===== src/rtl/sar_link_pkg.sv =====
package sar_link_pkg;

  localparam int CMD_W  = 8;
  localparam int CHAN_W = 3;
  localparam int PWR_W  = 2;

  // Command byte: start, channel, single-ended, unipolar, power-down (MSB first)
  function automatic logic [CMD_W-1:0] build_cmd(
    input logic [CHAN_W-1:0] chan,
    input logic              single,
    input logic              unipolar,
    input logic [PWR_W-1:0]  pwr
  );
    return {1'b1, chan, single, unipolar, pwr};
  endfunction

endpackage


===== src/rtl/sar_sclk_gen.sv =====
module sar_sclk_gen #(
  parameter int DIV_W = 8
) (
  input  logic             clk,
  input  logic             rst_n,
  input  logic             run,
  input  logic [DIV_W-1:0] div_val,
  output logic             sclk,
  output logic             rise_ev,
  output logic             fall_ev
);

  logic [DIV_W-1:0] ph_q;
  logic             sclk_q;
  logic             wrap;

  assign wrap    = run && (ph_q == div_val);
  assign rise_ev = wrap && !sclk_q;
  assign fall_ev = wrap && sclk_q;
  assign sclk    = sclk_q;

  always_ff @(posedge clk or negedge rst_n) begin
    if (!rst_n) begin
      ph_q   <= '0;
      sclk_q <= 1'b0;
    end else if (!run) begin
      ph_q   <= '0;
      sclk_q <= 1'b0;
    end else if (wrap) begin
      ph_q   <= '0;
      sclk_q <= ~sclk_q;
    end else begin
      ph_q   <= ph_q + 1'b1;
    end
  end

endmodule


===== src/rtl/sar_rx_collect.sv =====
module sar_rx_collect #(
  parameter int RES_W = 14,
  parameter int OUT_W = 16
) (
  input  logic             clk,
  input  logic             rst_n,
  input  logic             rise_ev,
  input  logic             start_col,
  input  logic             bip,
  input  logic             miso,
  output logic             res_valid,
  output logic [OUT_W-1:0] res_data
);

  localparam int CNT_W = $clog2(RES_W);

  logic [RES_W-2:0] sh_q;
  logic [CNT_W-1:0] left_q;
  logic             bip_q;

  function automatic logic [OUT_W-1:0] extend_res(input logic [RES_W-1:0] raw,
                                                   input logic bipolar);
    if (bipolar) return {{(OUT_W-RES_W){raw[RES_W-1]}}, raw};
    return {{(OUT_W-RES_W){1'b0}}, raw};
  endfunction

  always_ff @(posedge clk or negedge rst_n) begin
    if (!rst_n) begin
      sh_q      <= '0;
      left_q    <= '0;
      bip_q     <= 1'b0;
      res_valid <= 1'b0;
      res_data  <= '0;
    end else begin
      res_valid <= 1'b0;
      if (start_col) begin
        sh_q   <= {{(RES_W-2){1'b0}}, miso};
        left_q <= CNT_W'(RES_W-1);
        bip_q  <= bip;
      end else if (rise_ev && (left_q != '0)) begin
        if (left_q == CNT_W'(1)) begin
          res_valid <= 1'b1;
          res_data  <= extend_res({sh_q, miso}, bip_q);
        end else begin
          sh_q <= {sh_q[RES_W-3:0], miso};
        end
        left_q <= left_q - 1'b1;
      end
    end
  end

endmodule


===== src/rtl/sar_link_ctrl.sv =====
module sar_link_ctrl
  import sar_link_pkg::*;
#(
  parameter int DIV_W     = 8,
  parameter int RES_W     = 14,
  parameter int OUT_W     = 16,
  parameter int OVL_CLKS  = 18
) (
  input  logic                clk,
  input  logic                rst_n,
  input  logic [DIV_W-1:0]    div_val,
  input  logic                req_valid,
  output logic                req_ready,
  input  logic [CHAN_W-1:0]   req_chan,
  input  logic                req_single,
  input  logic                req_unipolar,
  input  logic [PWR_W-1:0]    req_pwr,
  input  logic                req_overlap,
  output logic                busy,
  output logic                cs_n,
  output logic                sclk,
  output logic                mosi,
  input  logic                miso,
  output logic                res_valid,
  output logic [OUT_W-1:0]    res_data
);

  localparam int FRAME_CLKS = CMD_W + 1 + RES_W + 1;
  localparam int OFF_W      = $clog2(FRAME_CLKS);
  localparam logic [OFF_W-1:0] OFF_RES_FIRST = OFF_W'(CMD_W + 1);
  localparam logic [OFF_W-1:0] OFF_CHAIN     = OFF_W'(OVL_CLKS - 1);
  localparam logic [OFF_W-1:0] OFF_LAST      = OFF_W'(FRAME_CLKS - 1);

  logic             cs_n_q;
  logic             mosi_q;
  logic [OFF_W-1:0] off_q;
  logic [CMD_W-1:0] tx_q;
  logic             ovl_q;
  logic             bip_q;
  logic             busy_w;
  logic             rise_ev;
  logic             fall_ev;
  logic [CMD_W-1:0] cmd_w;
  logic             chain_win;
  logic             accept;
  logic             frame_end;
  logic             start_col;

  assign busy_w = ~cs_n_q;

  sar_sclk_gen #(.DIV_W(DIV_W)) u_sclk_gen (
    .clk     (clk),
    .rst_n   (rst_n),
    .run     (busy_w),
    .div_val (div_val),
    .sclk    (sclk),
    .rise_ev (rise_ev),
    .fall_ev (fall_ev)
  );

  assign cmd_w     = build_cmd(req_chan, req_single, req_unipolar, req_pwr);
  assign chain_win = busy_w && ovl_q && fall_ev && (off_q == OFF_CHAIN);
  assign req_ready = cs_n_q || chain_win;
  assign accept    = req_valid && req_ready;
  assign frame_end = busy_w && fall_ev && (off_q == OFF_LAST);
  assign start_col = busy_w && rise_ev && (off_q == OFF_RES_FIRST);

  always_ff @(posedge clk or negedge rst_n) begin
    if (!rst_n) begin
      cs_n_q <= 1'b1;
      mosi_q <= 1'b0;
      off_q  <= '0;
      tx_q   <= '0;
      ovl_q  <= 1'b0;
      bip_q  <= 1'b0;
    end else if (accept) begin
      cs_n_q <= 1'b0;
      off_q  <= '0;
      ovl_q  <= req_overlap;
      bip_q  <= ~req_unipolar;
      mosi_q <= cmd_w[CMD_W-1];
      tx_q   <= {cmd_w[CMD_W-2:0], 1'b0};
    end else if (frame_end) begin
      cs_n_q <= 1'b1;
      off_q  <= '0;
      mosi_q <= 1'b0;
    end else if (busy_w && fall_ev) begin
      off_q  <= off_q + 1'b1;
      mosi_q <= tx_q[CMD_W-1];
      tx_q   <= {tx_q[CMD_W-2:0], 1'b0};
    end
  end

  sar_rx_collect #(.RES_W(RES_W), .OUT_W(OUT_W)) u_rx (
    .clk       (clk),
    .rst_n     (rst_n),
    .rise_ev   (rise_ev),
    .start_col (start_col),
    .bip       (bip_q),
    .miso      (miso),
    .res_valid (res_valid),
    .res_data  (res_data)
  );

  assign cs_n = cs_n_q;
  assign mosi = mosi_q;
  assign busy = busy_w;

endmodule


===== config.mk =====
export PLATFORM = sky130hd
export DESIGN_NAME = sar_link_ctrl
export DESIGN_NICKNAME = d
export VERILOG_FILES = /design/src/rtl/sar_link_pkg.sv /design/src/rtl/sar_sclk_gen.sv /design/src/rtl/sar_rx_collect.sv /design/src/rtl/sar_link_ctrl.sv
export SDC_FILE = /design/constraint.sdc
export NUM_CORES = 1
export LEC_CHECK = 0
export ABC_CLOCK_PERIOD_IN_PS = 2950
export CAP_MARGIN = 20
export CORE_MARGIN = 2
export CORE_UTILIZATION = 53
export DETAILED_ROUTE_END_ITERATION = 7
export GPL_TIMING_DRIVEN = 0
export MAX_ROUTING_LAYER = met4
export PLACE_DENSITY = 0.89
export SLEW_MARGIN = 10
export SYNTH_ARGS = -nofsm -noshare
export SYNTH_HDL_FRONTEND = slang
export SYNTH_SLANG_ARGS = --single-unit
export TNS_END_PERCENT = 10

===== constraint.sdc =====
create_clock -name clk -period 2.95 [get_ports clk]
set_input_delay 0.59 -clock clk [delete_from_list [all_inputs] [get_ports clk]]
set_output_delay 0.59 -clock clk [all_outputs]
set_load 0.03 [all_outputs]

# Word-level counts from Yosys, hierarchy flattened
# Cells that the tools add are included.
[totals]
register_bits = 61
in_bits = 20
out_inout_bits = 22
elab_cells = 79
[classes]
addsub = 3
eq_ne = 7
mux = 29
bitwise_logic = 4
reduce_logical = 23
[ops]
columns = ["cell", "n"]
rows = [
  ["8-bit 2-to-1 mux", 5],
  ["13-bit 2-to-1 mux", 3],
  ["16-bit 2-to-1 mux", 2],
  ["5-bit 2-to-1 mux", 3],
  ["1-bit 2-to-1 mux", 14],
  ["1-bit logical AND", 12],
  ["5-bit == test, second input constant", 2],
  ["8-bit by 1-bit adder with 8-bit output, second input constant", 1],
  ["8-bit == test", 1],
  ["4-bit 2-to-1 mux", 2],
  ["2-bit nonzero test", 4],
  ["5-bit by 1-bit adder with 5-bit output, second input constant", 1],
  ["5-bit by 4-bit == test with 1-bit output, second input constant", 1],
  ["4-bit by 1-bit == test with 1-bit output, second input constant", 1],
  ["2-bit inequality test, second input constant", 2],
  ["1-bit inverter", 4],
  ["2-bit AND reduction", 2],
  ["4-bit nonzero test", 1],
  ["4-bit by 1-bit subtractor with 4-bit output, second input constant", 1],
  ["3-bit AND reduction", 1],
  ["3-bit nonzero test", 1],
  ["1-bit zero test", 1],
  ["1-bit logical OR", 1],
]

# Longest topological paths before layout
[depth]
ltp_word = 9
ltp_mapped = 8
depth_no_buf = 7

# By module
# From an unflattened synthesis, not the netlist that was laid out.
[hier_totals]
cells_unflattened = 235
area_unflattened_um2 = 2783.9
[by_module_without_submodules]
columns = ["mod", "instances", "cells_per_inst", "area_per_inst_um2", "seq_area_each_um2"]
rows = [
  ["sar_rx_collect", 1, 109, 1461.4, 850.8],
  ["sar_link_ctrl", 1, 77, 829.5, 401.6],
  ["sar_sclk_gen", 1, 49, 493.0, 225.2],
]

# Worst setup path before layout
# Ideal clock, no wire load.
[synth_path]
path_kind = "input port to flip-flop"
startpoint = "input port div_val[1]"
endpoint = "register tx_q[7]"
setup_ps = 125
arrival_time_ps = 2535
required_ps = 2825
setup_slack_ps = 290
stages = 6
path_buffers = 1
cell_sequence = "xor2_1 > or4_1 > buf_2 > nor4_4 > mux2_1 > mux2_2"
[synth_via]
elab_chain_cells = 9
elab_cells_between_ends = 13
classes_between = "eq/ne: 2; mux: 1; reduce/logical: 10"
[synth_rtl]
columns = ["item", "line_no", "source"]
rows = [
  ["start: declaration", "sar_link_ctrl.sv:11", "input logic [DIV_W-1:0] div_val,"],
  ["8-bit == test (*)", "sar_sclk_gen.sv:17", "assign wrap = run && (ph_q == div_val);"],
  ["1-bit logical AND (*)", "sar_sclk_gen.sv:17", ""],
  ["1-bit logical AND (*)", "sar_sclk_gen.sv:19", "assign fall_ev = wrap && sclk_q;"],
  ["1-bit logical AND (2 in a row)", "sar_link_ctrl.sv:62", "assign chain_win = busy_w && ovl_q && fall_ev && (off_q == OFF_CHAIN);"],
  ["1-bit logical OR", "sar_link_ctrl.sv:63", "assign req_ready = cs_n_q || chain_win;"],
  ["1-bit logical AND", "sar_link_ctrl.sv:64", "assign accept = req_valid && req_ready;"],
  ["2-bit inequality test (no line) / 2-bit nonzero test (equally long branches)", "--", ""],
  ["2-bit AND reduction (no line)", "--", ""],
  ["end signal: assignment", "sar_link_ctrl.sv:82", "tx_q <= {cmd_w[CMD_W-2:0], 1'b0};"],
  ["end signal: assignment", "sar_link_ctrl.sv:90", "tx_q <= {tx_q[CMD_W-2:0], 1'b0};"],
  ["end: declaration", "sar_link_ctrl.sv:37", "logic [CMD_W-1:0] tx_q;"],
]
# Mark *: on every way between the ends. The rest lies on a longest branch, timed or not.
# A chain may end at the register's enable or synchronous reset.

# Final worst setup path
[layout_path]
startpoint = "input port div_val[7]"
endpoint = "output port req_ready"
[layout_via]
elab_chain_cells = 6
[layout_rtl]
columns = ["item", "line_no", "source"]
rows = [
  ["8-bit == test", "sar_sclk_gen.sv:17", ""],
  ["1-bit logical AND", "sar_sclk_gen.sv:17", ""],
  ["1-bit logical AND", "sar_sclk_gen.sv:19", ""],
  ["1-bit logical AND (2 in a row)", "sar_link_ctrl.sv:62", ""],
  ["1-bit logical OR", "sar_link_ctrl.sv:63", ""],
  ["end: declaration", "sar_link_ctrl.sv:13", "output logic req_ready,"],
]
# No other way between the ends.

==> flow_metrics.env <==
export IMPL_status="complete, no violations"
export IMPL_overflow=0
export IMPL_root_buffer="clkbuf_8"
export IMPL_final_util=0.713
export IMPL_netlist_area_mm2=0.00270
export IMPL_wl_mm=5.00
export IMPL_ys_types=42
export IMPL_post_route_min_period_ns=2.86
export IMPL_setup_worst_path_start_class="primary input"
export IMPL_fmax_mhz=350
export IMPL_hold_ws_ns=0.354
export IMPL_syn_instance_count=220
export IMPL_rsz0062_at_grt="no"
export IMPL_end_kind="primary output"
export IMPL_tightest_slew_ns=0.828
export IMPL_ys_warn_count=0
export IMPL_holdBufCountCts=0
export IMPL_power_density_mw_per_mm2=603
export IMPL_crit_fanout=7
export IMPL_hold_viol_final=0
export IMPL_via_per_inst=5.41
export IMPL_gp_congestion=0.789
export IMPL_pwr_share_comb=0.162
export IMPL_antenna_found_initial=0
export IMPL_die_h_um=75.3
export IMPL_cts_sinks=59
export IMPL_period_share=0.969
export IMPL_cts_buffers=9
export IMPL_place_hpwl_mm=3.56
export IMPL_n_fill_cell=378
export IMPL_drt_drc_violations_left=0
export IMPL_grt_max_degree=38
export IMPL_p_sw_uw=553
export IMPL_postRouteAntennaNets=0
export IMPL_worstPathRequired_ns=2.36
export IMPL_path_class="primary input to primary output"
export IMPL_fin_nets=301
export IMPL_hold_class="primary input to asynchronous set/reset pin"
export IMPL_multi_input_area_mm2=0.00115
export IMPL_core_mm2=0.00482
export IMPL_maxCapViolations=0
export IMPL_track_usage=0.212
export IMPL_grt_pass1_wl_mm=8.56
export IMPL_finalSetupViolations=0
export IMPL_drtIter0Drc=54
export IMPL_clock_latency_ns=0.34
export IMPL_fin_skew_ns=0.00866
export IMPL_fp_dieW_um=75.3
export IMPL_internal_power_mw=1.52
export IMPL_cts_max_level=3
export IMPL_cts_path_max_buffers=2
export IMPL_ir_drop_mv=0.530
export IMPL_pwr_share_clk=0.359
export IMPL_ys_ff_latch=59
export IMPL_cts_tree="built"
export IMPL_sw_frac_of_total=0.267
export IMPL_synth_seq_area_share=0.548
export IMPL_initial_core_util=0.559
export IMPL_drive_gt1_frac=0.186
export IMPL_clkTransAtPathRegs_ns=0.06
export IMPL_drt_pass1_iter_count=4
export IMPL_diodes=0
export IMPL_io_pins=42
export IMPL_area_growth_pct=27.4
export IMPL_syn_avg_cell_area_um2=12.3
export IMPL_critPathArrivalTime_ns=2.27
export IMPL_pwr_share_seq=0.479
export IMPL_row_count=25
export IMPL_seqCellArea_mm2=0.00148
export IMPL_dieArea_mm2=0.00567
export IMPL_io_buffers=41
export IMPL_synth_fp_nets=245
export IMPL_max_slew_margin=0.448
export IMPL_wl_per_cell_um=14.5
export IMPL_grt_pass1_vias=1840
export IMPL_num_vias=1873
export IMPL_drv_slew=0
export IMPL_p_leak_nw=1.59
path summary, 6_finish.rpt:
check,from,end,slack [ns],cells past startpoint
setup / recovery,div_val[7],req_ready,0.09,5
hold reg to reg,u_rx.res_data[9]$_DFFE_PN0P_,u_rx.res_data[9]$_DFFE_PN0P_,0.51,1
min in group clk,u_rx.res_data[9]$_DFFE_PN0P_,u_rx.res_data[9]$_DFFE_PN0P_,0.51,1
setup reg to reg,u_sclk_gen.ph_q[0]$_DFF_PN0_,u_rx.res_data[6]$_DFFE_PN0P_,0.45,7
max in group asynchronous,rst_n,cs_n$_DFFE_PN1P_,1.93,2
hold / removal,rst_n,u_rx.sh_q[2]$_DFFE_PN0P_,0.35,1
logic make-up (layout without fill, tap and decap cells):
logic type / Yosys count / count (layout) / synth area share
AO/OA/AOI/OAI: 34 / 34 / 0.0956
XOR/XNOR: 15 / 15 / 0.0487
adder cells (fa/ha/maj): 5 / 5 / 0.0232
buffers and inverters: 16 / 75 / 0.0265
flip-flops: 59 / 59 / 0.548
multiplexers: 30 / 30 / 0.122
AND/OR/NAND/NOR: 61 / 61 / 0.136
critical path, stage by stage:
cell	delay, ns
clkdlybuf4s50_1	0.42
xor2_1	0.19
nor4_1	0.37
a31o_2	0.29
dlygate4sd2_1	0.41
timing repair:
item	CTS	global route
buffers inserted	0	3
pin swaps	0	1
setup endpoints to repair	1	3
endpoints found under the hold margin	0	0
resized for setup	1	0
sequential cells by signal (all words and copies together), names as in the netlist:
signal / count
u_rx.res_data: 15
u_sclk_gen.sclk: 1
u_rx.bip_q: 1
cs_n: 1
tx_q: 7
off_q: 5
u_rx.sh_q: 13
u_rx.left_q: 4
u_rx.res_valid: 1
bip_q: 1
u_sclk_gen.ph_q: 8
mosi: 1
ovl_q: 1
cells in the mapped netlist, drive strengths merged:
master,n,area (µm²)
dfrtp,58,1450
mux2,23,259
a22o,12,105
nor2,12,45.0
xor2,10,87.6
inv,9,33.8
nand3,8,40.0
o21ai,8,40.0
a21oi,7,35.0
and3,7,43.8
mux2i,7,70.1
nand2,6,22.5
buf,5,30.0
ha,5,62.6
nand2b,5,31.3
nor4,5,46.3
xnor2,5,43.8
nor2b,3,18.8
nor3,3,20.0
clkbuf,2,7.51
nand3b,2,15.0
o21bai,2,15.0
or4,2,15.0
a2111oi,1,27.5
a211oi,1,7.51
a21bo,1,10.0
a311oi,1,8.76
a31o,1,8.76
and2,1,6.26
and3b,1,8.76
and4,1,8.76
dfstp,1,26.3
nand4,1,12.5
nand4b,1,8.76
nor4bb,1,10.0
or2,1,6.26
or3,1,6.26
area by class of cell:
class | instances | share of cell area
Sequential cell | 59 | 0.430
Multi-Input combinational cell | 145 | 0.334
Timing Repair Buffer | 45 | 0.132
Clock buffer | 12 | 0.0481
Tap cell | 67 | 0.0244
Buffer | 7 | 0.0109
Clock inverter | 2 | 0.0102
Inverter | 9 | 0.00984
per-layer routing:
layer | share of wire | wire, µm | GRT usage
met5 | 0 | 0 | -
met4 | 0.012 | 59 | 0.0975
met3 | 0.042 | 212 | 0.0688
met2 | 0.49 | 2480 | 0.317
met1 | 0.45 | 2260 | 0.264
power by group through the flow:
stage / combinational, mW / sequential (mW) / clock [mW]
global route: 0.385 / 1.00 / 0.796
CTS: 0.341 / 0.990 / 0.755
global placement: 0.320 / 0.996 / 0
finish: 0.335 / 0.991 / 0.744
floorplan: 0.233 / 0.988 / 0
detailed placement: 0.339 / 1.00 / 0
placed cells by master (no fill, tap or decap), types with 3 or more instances in the layout:
master            n
nand2_1           6
and3_1            7
xnor2_1           5
dfrtp_1          58
ha_1              5
mux2_2           20
mux2_1            3
a21oi_1           7
xor2_1           10
nand3_1           8
a22o_1           12
o21ai_0           7
inv_1             9
buf_4             5
nand2b_1          5
buf_2             4
nor2b_1           3
mux2i_1           7
nor2_1           12
nor4_1            4
clkdlybuf4s50_1  39
clkbuf_8         12
per-stage QoR:
step	setup TNS, ns	std cells	setup WS [ns]	power, mW	instance area [µm²]
2_1_floorplan	0	220	0.290	1.22	2700
3_3_place_gp	-27.47	328	-0.435	1.32	3190
3_5_place_dp	-4.01	329	-0.338	1.34	3210
4_1_cts	0	343	0.0146	2.09	3410
5_1_grt	0	346	0.00272	2.19	3430
6_report	0	346	0.0917	2.07	3430
(Power assumes the default switching activity.)
